--- src/rtl/stage_sync_pkg.sv ---
package stage_sync_pkg;

    localparam int NUM_STAGES = 3;
    localparam int NUM_QUEUES = 4;

    typedef enum logic [1:0] {
        STG_LOAD    = 2'd0,
        STG_COMPUTE = 2'd1,
        STG_STORE   = 2'd2
    } stage_e;

    typedef enum logic [1:0] {
        Q_LD2CMP = 2'd0,
        Q_CMP2LD = 2'd1,
        Q_CMP2ST = 2'd2,
        Q_ST2CMP = 2'd3
    } queue_e;

    // Two-bit direction mask: bit 0 is the upstream neighbour, bit 1 the downstream one.
    typedef struct packed {
        logic nxt;
        logic prv;
    } dir_mask_t;

    function automatic bit stage_has_prev(input int stg);
        return stg != int'(STG_LOAD);
    endfunction

    function automatic bit stage_has_next(input int stg);
        return stg != int'(STG_STORE);
    endfunction

    // Queue popped when waiting on the upstream neighbour.
    function automatic int prev_pop_q(input int stg);
        return (stg == int'(STG_STORE)) ? int'(Q_CMP2ST) : int'(Q_LD2CMP);
    endfunction

    // Queue pushed when releasing the upstream neighbour.
    function automatic int prev_push_q(input int stg);
        return (stg == int'(STG_STORE)) ? int'(Q_ST2CMP) : int'(Q_CMP2LD);
    endfunction

    // Queue popped when waiting on the downstream neighbour.
    function automatic int next_pop_q(input int stg);
        return (stg == int'(STG_LOAD)) ? int'(Q_CMP2LD) : int'(Q_ST2CMP);
    endfunction

    // Queue pushed when handing work to the downstream neighbour.
    function automatic int next_push_q(input int stg);
        return (stg == int'(STG_LOAD)) ? int'(Q_LD2CMP) : int'(Q_CMP2ST);
    endfunction

endpackage

--- src/rtl/stage_sync_counter.sv ---
module stage_sync_counter #(
    parameter int DEPTH = 8,
    localparam int OCC_W = $clog2(DEPTH + 1)
) (
    input  logic             clk,
    input  logic             rst,
    input  logic             push,
    input  logic             pop,
    output logic [OCC_W-1:0] count,
    output logic             avail,
    output logic             space
);

    localparam logic [OCC_W-1:0] FULL_CNT = OCC_W'(DEPTH);

    always_ff @(posedge clk) begin
        if (rst) begin
            count <= '0;
        end else if (push && !pop) begin
            count <= count + 1'b1;
        end else if (pop && !push) begin
            count <= count - 1'b1;
        end
    end

    assign avail = (count != '0);
    assign space = (count < FULL_CNT);

    // count never passes the configured depth
    p_no_overflow_r11: assert property (@(posedge clk) disable iff (rst)
        count <= FULL_CNT);

    // the stage side only pops a queue that holds a token
    p_no_underflow_r5: assert property (@(posedge clk) disable iff (rst)
        pop |-> count != '0);

    // the stage side only pushes a queue that has room
    p_push_room_r7: assert property (@(posedge clk) disable iff (rst)
        push && !pop |-> count != FULL_CNT);

    // a lone pop lowers the count by one at the next edge
    p_pop_dec_r6: assert property (@(posedge clk) disable iff (rst)
        pop && !push |=> count == $past(count) - 1'b1);

    // a push paired with a pop holds the count
    p_pair_hold_r8: assert property (@(posedge clk) disable iff (rst)
        push && pop |=> $stable(count));

endmodule

--- src/rtl/stage_sync_port.sv ---
module stage_sync_port
    import stage_sync_pkg::*;
#(
    parameter int STAGE = 0
) (
    input  logic                  clk,
    input  logic                  rst,
    input  logic                  issue_valid,
    input  dir_mask_t             pop_mask,
    input  logic                  done_valid,
    input  dir_mask_t             push_mask,
    input  logic [NUM_QUEUES-1:0] q_avail,
    input  logic [NUM_QUEUES-1:0] q_space,
    output logic                  grant,
    output logic                  ack,
    output logic [NUM_QUEUES-1:0] pop_vec,
    output logic [NUM_QUEUES-1:0] push_vec
);

    localparam bit HAS_PREV = stage_has_prev(STAGE);
    localparam bit HAS_NEXT = stage_has_next(STAGE);
    localparam int PP_Q = prev_pop_q(STAGE);
    localparam int PU_Q = prev_push_q(STAGE);
    localparam int NP_Q = next_pop_q(STAGE);
    localparam int NU_Q = next_push_q(STAGE);

    logic [NUM_QUEUES-1:0] pop_need;
    logic [NUM_QUEUES-1:0] push_need;

    always_comb begin
        pop_need  = '0;
        push_need = '0;
        if (HAS_PREV && pop_mask.prv)  pop_need[PP_Q]  = 1'b1;
        if (HAS_NEXT && pop_mask.nxt)  pop_need[NP_Q]  = 1'b1;
        if (HAS_PREV && push_mask.prv) push_need[PU_Q] = 1'b1;
        if (HAS_NEXT && push_mask.nxt) push_need[NU_Q] = 1'b1;
    end

    assign grant    = issue_valid && ((q_avail | ~pop_need) == '1);
    assign ack      = done_valid && ((q_space | ~push_need) == '1);
    assign pop_vec  = grant ? pop_need  : '0;
    assign push_vec = ack   ? push_need : '0;

    // no grant without a pending task
    p_grant_valid_r5: assert property (@(posedge clk) disable iff (rst)
        grant |-> issue_valid);

    // no acknowledge without a finished task
    p_ack_valid_r7: assert property (@(posedge clk) disable iff (rst)
        ack |-> done_valid);

endmodule

--- src/rtl/stage_token_sync.sv ---
module stage_token_sync
    import stage_sync_pkg::*;
#(
    parameter int DEPTH = 8,
    localparam int OCC_W = $clog2(DEPTH + 1)
) (
    input  logic                        clk,
    input  logic                        rst,
    input  logic [NUM_STAGES-1:0]       issue_valid,
    input  logic [2*NUM_STAGES-1:0]     issue_pops,
    output logic [NUM_STAGES-1:0]       start_grant,
    input  logic [NUM_STAGES-1:0]       done_valid,
    input  logic [2*NUM_STAGES-1:0]     done_pushes,
    output logic [NUM_STAGES-1:0]       done_ack,
    output logic [NUM_QUEUES*OCC_W-1:0] occupancy
);

    logic [NUM_QUEUES-1:0] q_avail;
    logic [NUM_QUEUES-1:0] q_space;
    logic [NUM_QUEUES-1:0] q_pop;
    logic [NUM_QUEUES-1:0] q_push;
    logic [NUM_QUEUES-1:0] st_pop  [NUM_STAGES];
    logic [NUM_QUEUES-1:0] st_push [NUM_STAGES];

    for (genvar s = 0; s < NUM_STAGES; s++) begin : g_stage
        stage_sync_port #(.STAGE(s)) u_port (
            .clk         (clk),
            .rst         (rst),
            .issue_valid (issue_valid[s]),
            .pop_mask    (dir_mask_t'(issue_pops[2*s +: 2])),
            .done_valid  (done_valid[s]),
            .push_mask   (dir_mask_t'(done_pushes[2*s +: 2])),
            .q_avail     (q_avail),
            .q_space     (q_space),
            .grant       (start_grant[s]),
            .ack         (done_ack[s]),
            .pop_vec     (st_pop[s]),
            .push_vec    (st_push[s])
        );
    end

    always_comb begin
        q_pop  = '0;
        q_push = '0;
        for (int s = 0; s < NUM_STAGES; s++) begin
            q_pop  = q_pop  | st_pop[s];
            q_push = q_push | st_push[s];
        end
    end

    for (genvar q = 0; q < NUM_QUEUES; q++) begin : g_queue
        stage_sync_counter #(.DEPTH(DEPTH)) u_cnt (
            .clk   (clk),
            .rst   (rst),
            .push  (q_push[q]),
            .pop   (q_pop[q]),
            .count (occupancy[q*OCC_W +: OCC_W]),
            .avail (q_avail[q]),
            .space (q_space[q])
        );
    end

    // a compute start that waits on loaded data only happens with a token present
    p_cmp_needs_data_r3: assert property (@(posedge clk) disable iff (rst)
        start_grant[1] && issue_pops[2] |-> occupancy[0 +: OCC_W] != '0);

    // a store start that waits on compute output only happens with a token present
    p_st_needs_out_r4: assert property (@(posedge clk) disable iff (rst)
        start_grant[2] && issue_pops[4] |-> occupancy[2*OCC_W +: OCC_W] != '0);

    // a load start that waits for a freed buffer only happens with a token present
    p_ld_needs_free_r2: assert property (@(posedge clk) disable iff (rst)
        start_grant[0] && issue_pops[1] |-> occupancy[OCC_W +: OCC_W] != '0);

endmodule

--- config.mk ---
export PLATFORM = sky130hd
export DESIGN_NAME = stage_token_sync
export DESIGN_NICKNAME = d
export VERILOG_FILES = /design/src/rtl/stage_sync_pkg.sv /design/src/rtl/stage_sync_counter.sv /design/src/rtl/stage_sync_port.sv /design/src/rtl/stage_token_sync.sv
export SDC_FILE = /design/constraint.sdc
export NUM_CORES = 1
export LEC_CHECK = 0
export BUFFER_PORTS_ARGS = -buffer_cell sky130_fd_sc_hd__buf_2
export CAP_MARGIN = 20
export CORE_MARGIN = 10
export CORE_UTILIZATION = 30
export DETAILED_ROUTE_END_ITERATION = 12
export GPL_TIMING_DRIVEN = 0
export PLACE_DENSITY_LB_ADDON = 0.15
export SYNTH_ARGS = -nofsm -noshare
export SYNTH_HDL_FRONTEND = slang
export SYNTH_SLANG_ARGS = --single-unit
export TNS_END_PERCENT = 30
--- constraint.sdc ---
create_clock -name clk -period 5.4 [get_ports clk]
set_clock_uncertainty 0.2 [all_clocks]
set_input_delay 0.27 -clock clk [delete_from_list [all_inputs] [get_ports clk]]
set_output_delay 0.27 -clock clk [all_outputs]
set_load 0.02 [all_outputs]
==> results.yml <==
yosys:
  synth-compound-area-share_pct: 13.1
  synth-seq-cells: 16
  synth_top_family_by_area: "adder cells"
  synth_area_um2: 1150
  syn_inst: 133
  synth_cell_types: 25
  seq_area_frac_synth_pct: 27.9
  syn_avg_cell_area_um2: 8.65
  synth_mux_area_share_pct: 7.40
  synth_xor_area_share_pct: 6.09
  yosys_warnings: 0
  synthAdderAreaFrac_pct: 20.0
  synthSimpleGateAreaFrac_pct: 18.1
  synth_fp_nets: 169
  synth_top_area_share_pct: 27.9
  synth_area_leaders: "dfxtp_1 (28%), ha_1 (13%), nor2_1 (7.8%), fa_1 (7.0%), buf_4 (3.9%)"
  yosysTopAreaCell: "dfxtp_1"
global_route:
  use_met1_pct: 8.45
  track_usage_pct: 7.92
  grt_antenna_before_repair: 0
  use_met2_pct: 15.0
  grt_pass1_wl_mm: 4.37
  grt_pass1_vias: 1038
  grtUsageMet3_pct: 2.73
  grt_max_degree: 11
  grt_overflow: 0
  top_usage_layer: "met2"
worst_setup_path:
  cp-startpoint: "g_queue[0].u_cnt.count[1]$_SDFFE_PP0P_"
  start_kind: "flip-flop"
  criticalPathCategory: "reg -> reg"
  crit_fanout: 5
  r2r_start: "g_queue[0].u_cnt.count[1]$_SDFFE_PP0P_"
  end_kind: "flip-flop"
  cp.required_ps: 5340
  critical_path_arrival_ps: 2900
power_and_ir_drop:
  internal_power_w: 0.000421
  irDropWorstVdd_v: 0.000220
  clockPowerShare_pct: 13.8
  seqPwrFrac_pct: 29.8
  pwr_density_cell_nw_per_um2: 522
  p_comb_share_pct: 56.4
  p_leak_nw: 0.697
  switchingPower_w: 0.000336
  swShare_pct: 44.4
timing:
  fin_tns_setup_ps: 0
  hold_viol_final: 0
  rsz0062_at_grt: "no"
  slew_headroom_pct: 69.5
  worst_pin_slew_ps: 458
  finalCriticalPeriod_ps: 2970
  setup_violations: 0
  fmax_mhz: 337
  timing.final.ws_setup_ps: 2430
  fin_crit_sh_pct: 54.9
  report.final.slew_viol_count: 0
route:
  drt-pass1-iter-count: 4
  wl_per_cell_um: 11.5
  drc_errors: 0
  vias: 1032
  final_antenna_net_count: 0
  drt-vias-per-instance: 4.65
  drt_iter0_markers: 37
  wirelength_mm: 2.55
placement:
  gp_congestion: 0.717
  dpl.hpwl_mm: 2.17
  io_buffer_count: 37
  place_ws_ps: 2430
cts:
  cts_tree: "built"
  cts_setup_buffers: 0
  clock_path_buffers: 2
  clkLatencyLatePin_ps: 250
  holdBufCountCts: 0
  cts_sinks: 16
  cts_buffers: 3
  cts_resized: 0
  cts_max_level: 1
  cts-root-buf: "clkbuf_8"
  clkTransAtPathRegs_ps: 60
final_layout:
  top_register: "g_queue.u_cnt.count"
  n_antenna_cell: 0
  largestRegisters: "g_queue.u_cnt.count (16)"
  area_delta_synth_final_pct: 26.1
  largest_reg_flops: 16
  drive_above_1_share_pct: 30.5
  nets: 211
  post-route-util_pct: 39.3
die:
  num_io_pins: 42
  core_um2: 3690
  rows: 22
  die_height_um: 81.9
  dieArea_um2: 6710
  die_x_um: 81.9
  start_util_pct: 31.2
hold_path:
  hold_path.startpoint: "rst"
  hp-class: "in -> reg"
status:
  status: "finished, final reports clean"
flow_run:
  maxCapViolations: 0
==> layout by cell type (no fill, tap or decap), drive strengths merged <==
cell type  synthesis  routed
or4b               1       1
and2               2       2
xnor2              4       4
nor4               3       3
a22oi              1       1
dfxtp             16      16
buf                6      43
nor2b              4       4
and3               2       2
a21boi             4       4
nand3              4       4
a31oi              4       4
nor2              24      24
a211oi             4       4
fa                 4       4
a21oi              9       9
nand2              5       5
xor2               4       4
clkbuf             6      10
mux2i              4       4
o21ai              1       1
inv                5       5
mux2               4       4
ha                12      12
==> kinds of logic after synthesis <==
logic type,Yosys count
flip-flops,16
buffers and inverters,17
adder cells (fa/ha/maj),16
XOR/XNOR,8
multiplexers,8
AO/OA/AOI/OAI,23
AND/OR/NAND/NOR,45
==> per-layer routing <==
layer,wire (um),up-vias
met1,1040,483
met4,6,0
met5,0,-
met2,1390,15
met3,111,2
li1,-,532
==> Yosys cell counts (all sizes together) <==
master	n
a211oi	4
a21boi	4
a21oi	9
a22oi	1
a31oi	4
and2	2
and3	2
buf	6
clkbuf	6
dfxtp	16
fa	4
ha	12
inv	5
mux2	4
mux2i	4
nand2	5
nand3	4
nor2	24
nor2b	4
nor4	3
o21ai	1
or4b	1
xnor2	4
xor2	4
==> area by class of cell <==
cell class / count / area (um2)
well taps: 48 / 60.1
clock buffers: 4 / 55.1
multi-input cells: 100 / 743
flip-flops and latches: 16 / 320
inverters: 5 / 18.8
fillers: 416 / 2240
plain buffers: 12 / 67.6
repair buffers: 37 / 185
==> path summary, 6_finish.rpt <==
path,endpoint,slack [ps],depth (start not counted)
setup reg to reg,g_queue[0].u_cnt.count[3]$_SDFFE_PP0P_,2430,11
hold / removal,g_queue[1].u_cnt.count[3]$_SDFFE_PP0P_,190,3
hold reg to reg,g_queue[2].u_cnt.count[2]$_SDFFE_PP0P_,350,2
setup / recovery,g_queue[0].u_cnt.count[3]$_SDFFE_PP0P_,2430,11
==> stage by stage <==
stage	hold slack, ps	instances	area (um2)	power, W
finish	192	222	1450	0.000756
global route	207	222	1450	0.000838
CTS	184	222	1450	0.000773
detailed placement	338	218	1400	0.000663
global placement	336	218	1400	0.000652
floorplan	311	133	1150	0.000544
==> worst max-delay path: stages (launching register included) <==
cell and delay [ps]:
dfxtp_1 360, or4b_1 550, o21ai_2 140, a21oi_2 50
nand2_1 90, ha_1 160, inv_1 90, ha_1 330
a21oi_1 210, a211oi_1 100, a31oi_1 230, mux2_2 360
==> power groups by stage <==
stage          Combinational, W  Clock, W  Sequential, W
6_report               0.000426  0.000105       0.000225
5_1_grt                0.000484  0.000114       0.000240
4_1_cts                0.000435  0.000109       0.000230
3_5_place_dp           0.000431         0       0.000232
3_3_place_gp           0.000424         0       0.000229
2_1_floorplan          0.000272         0       0.000272
(Power assumes the default switching activity.)
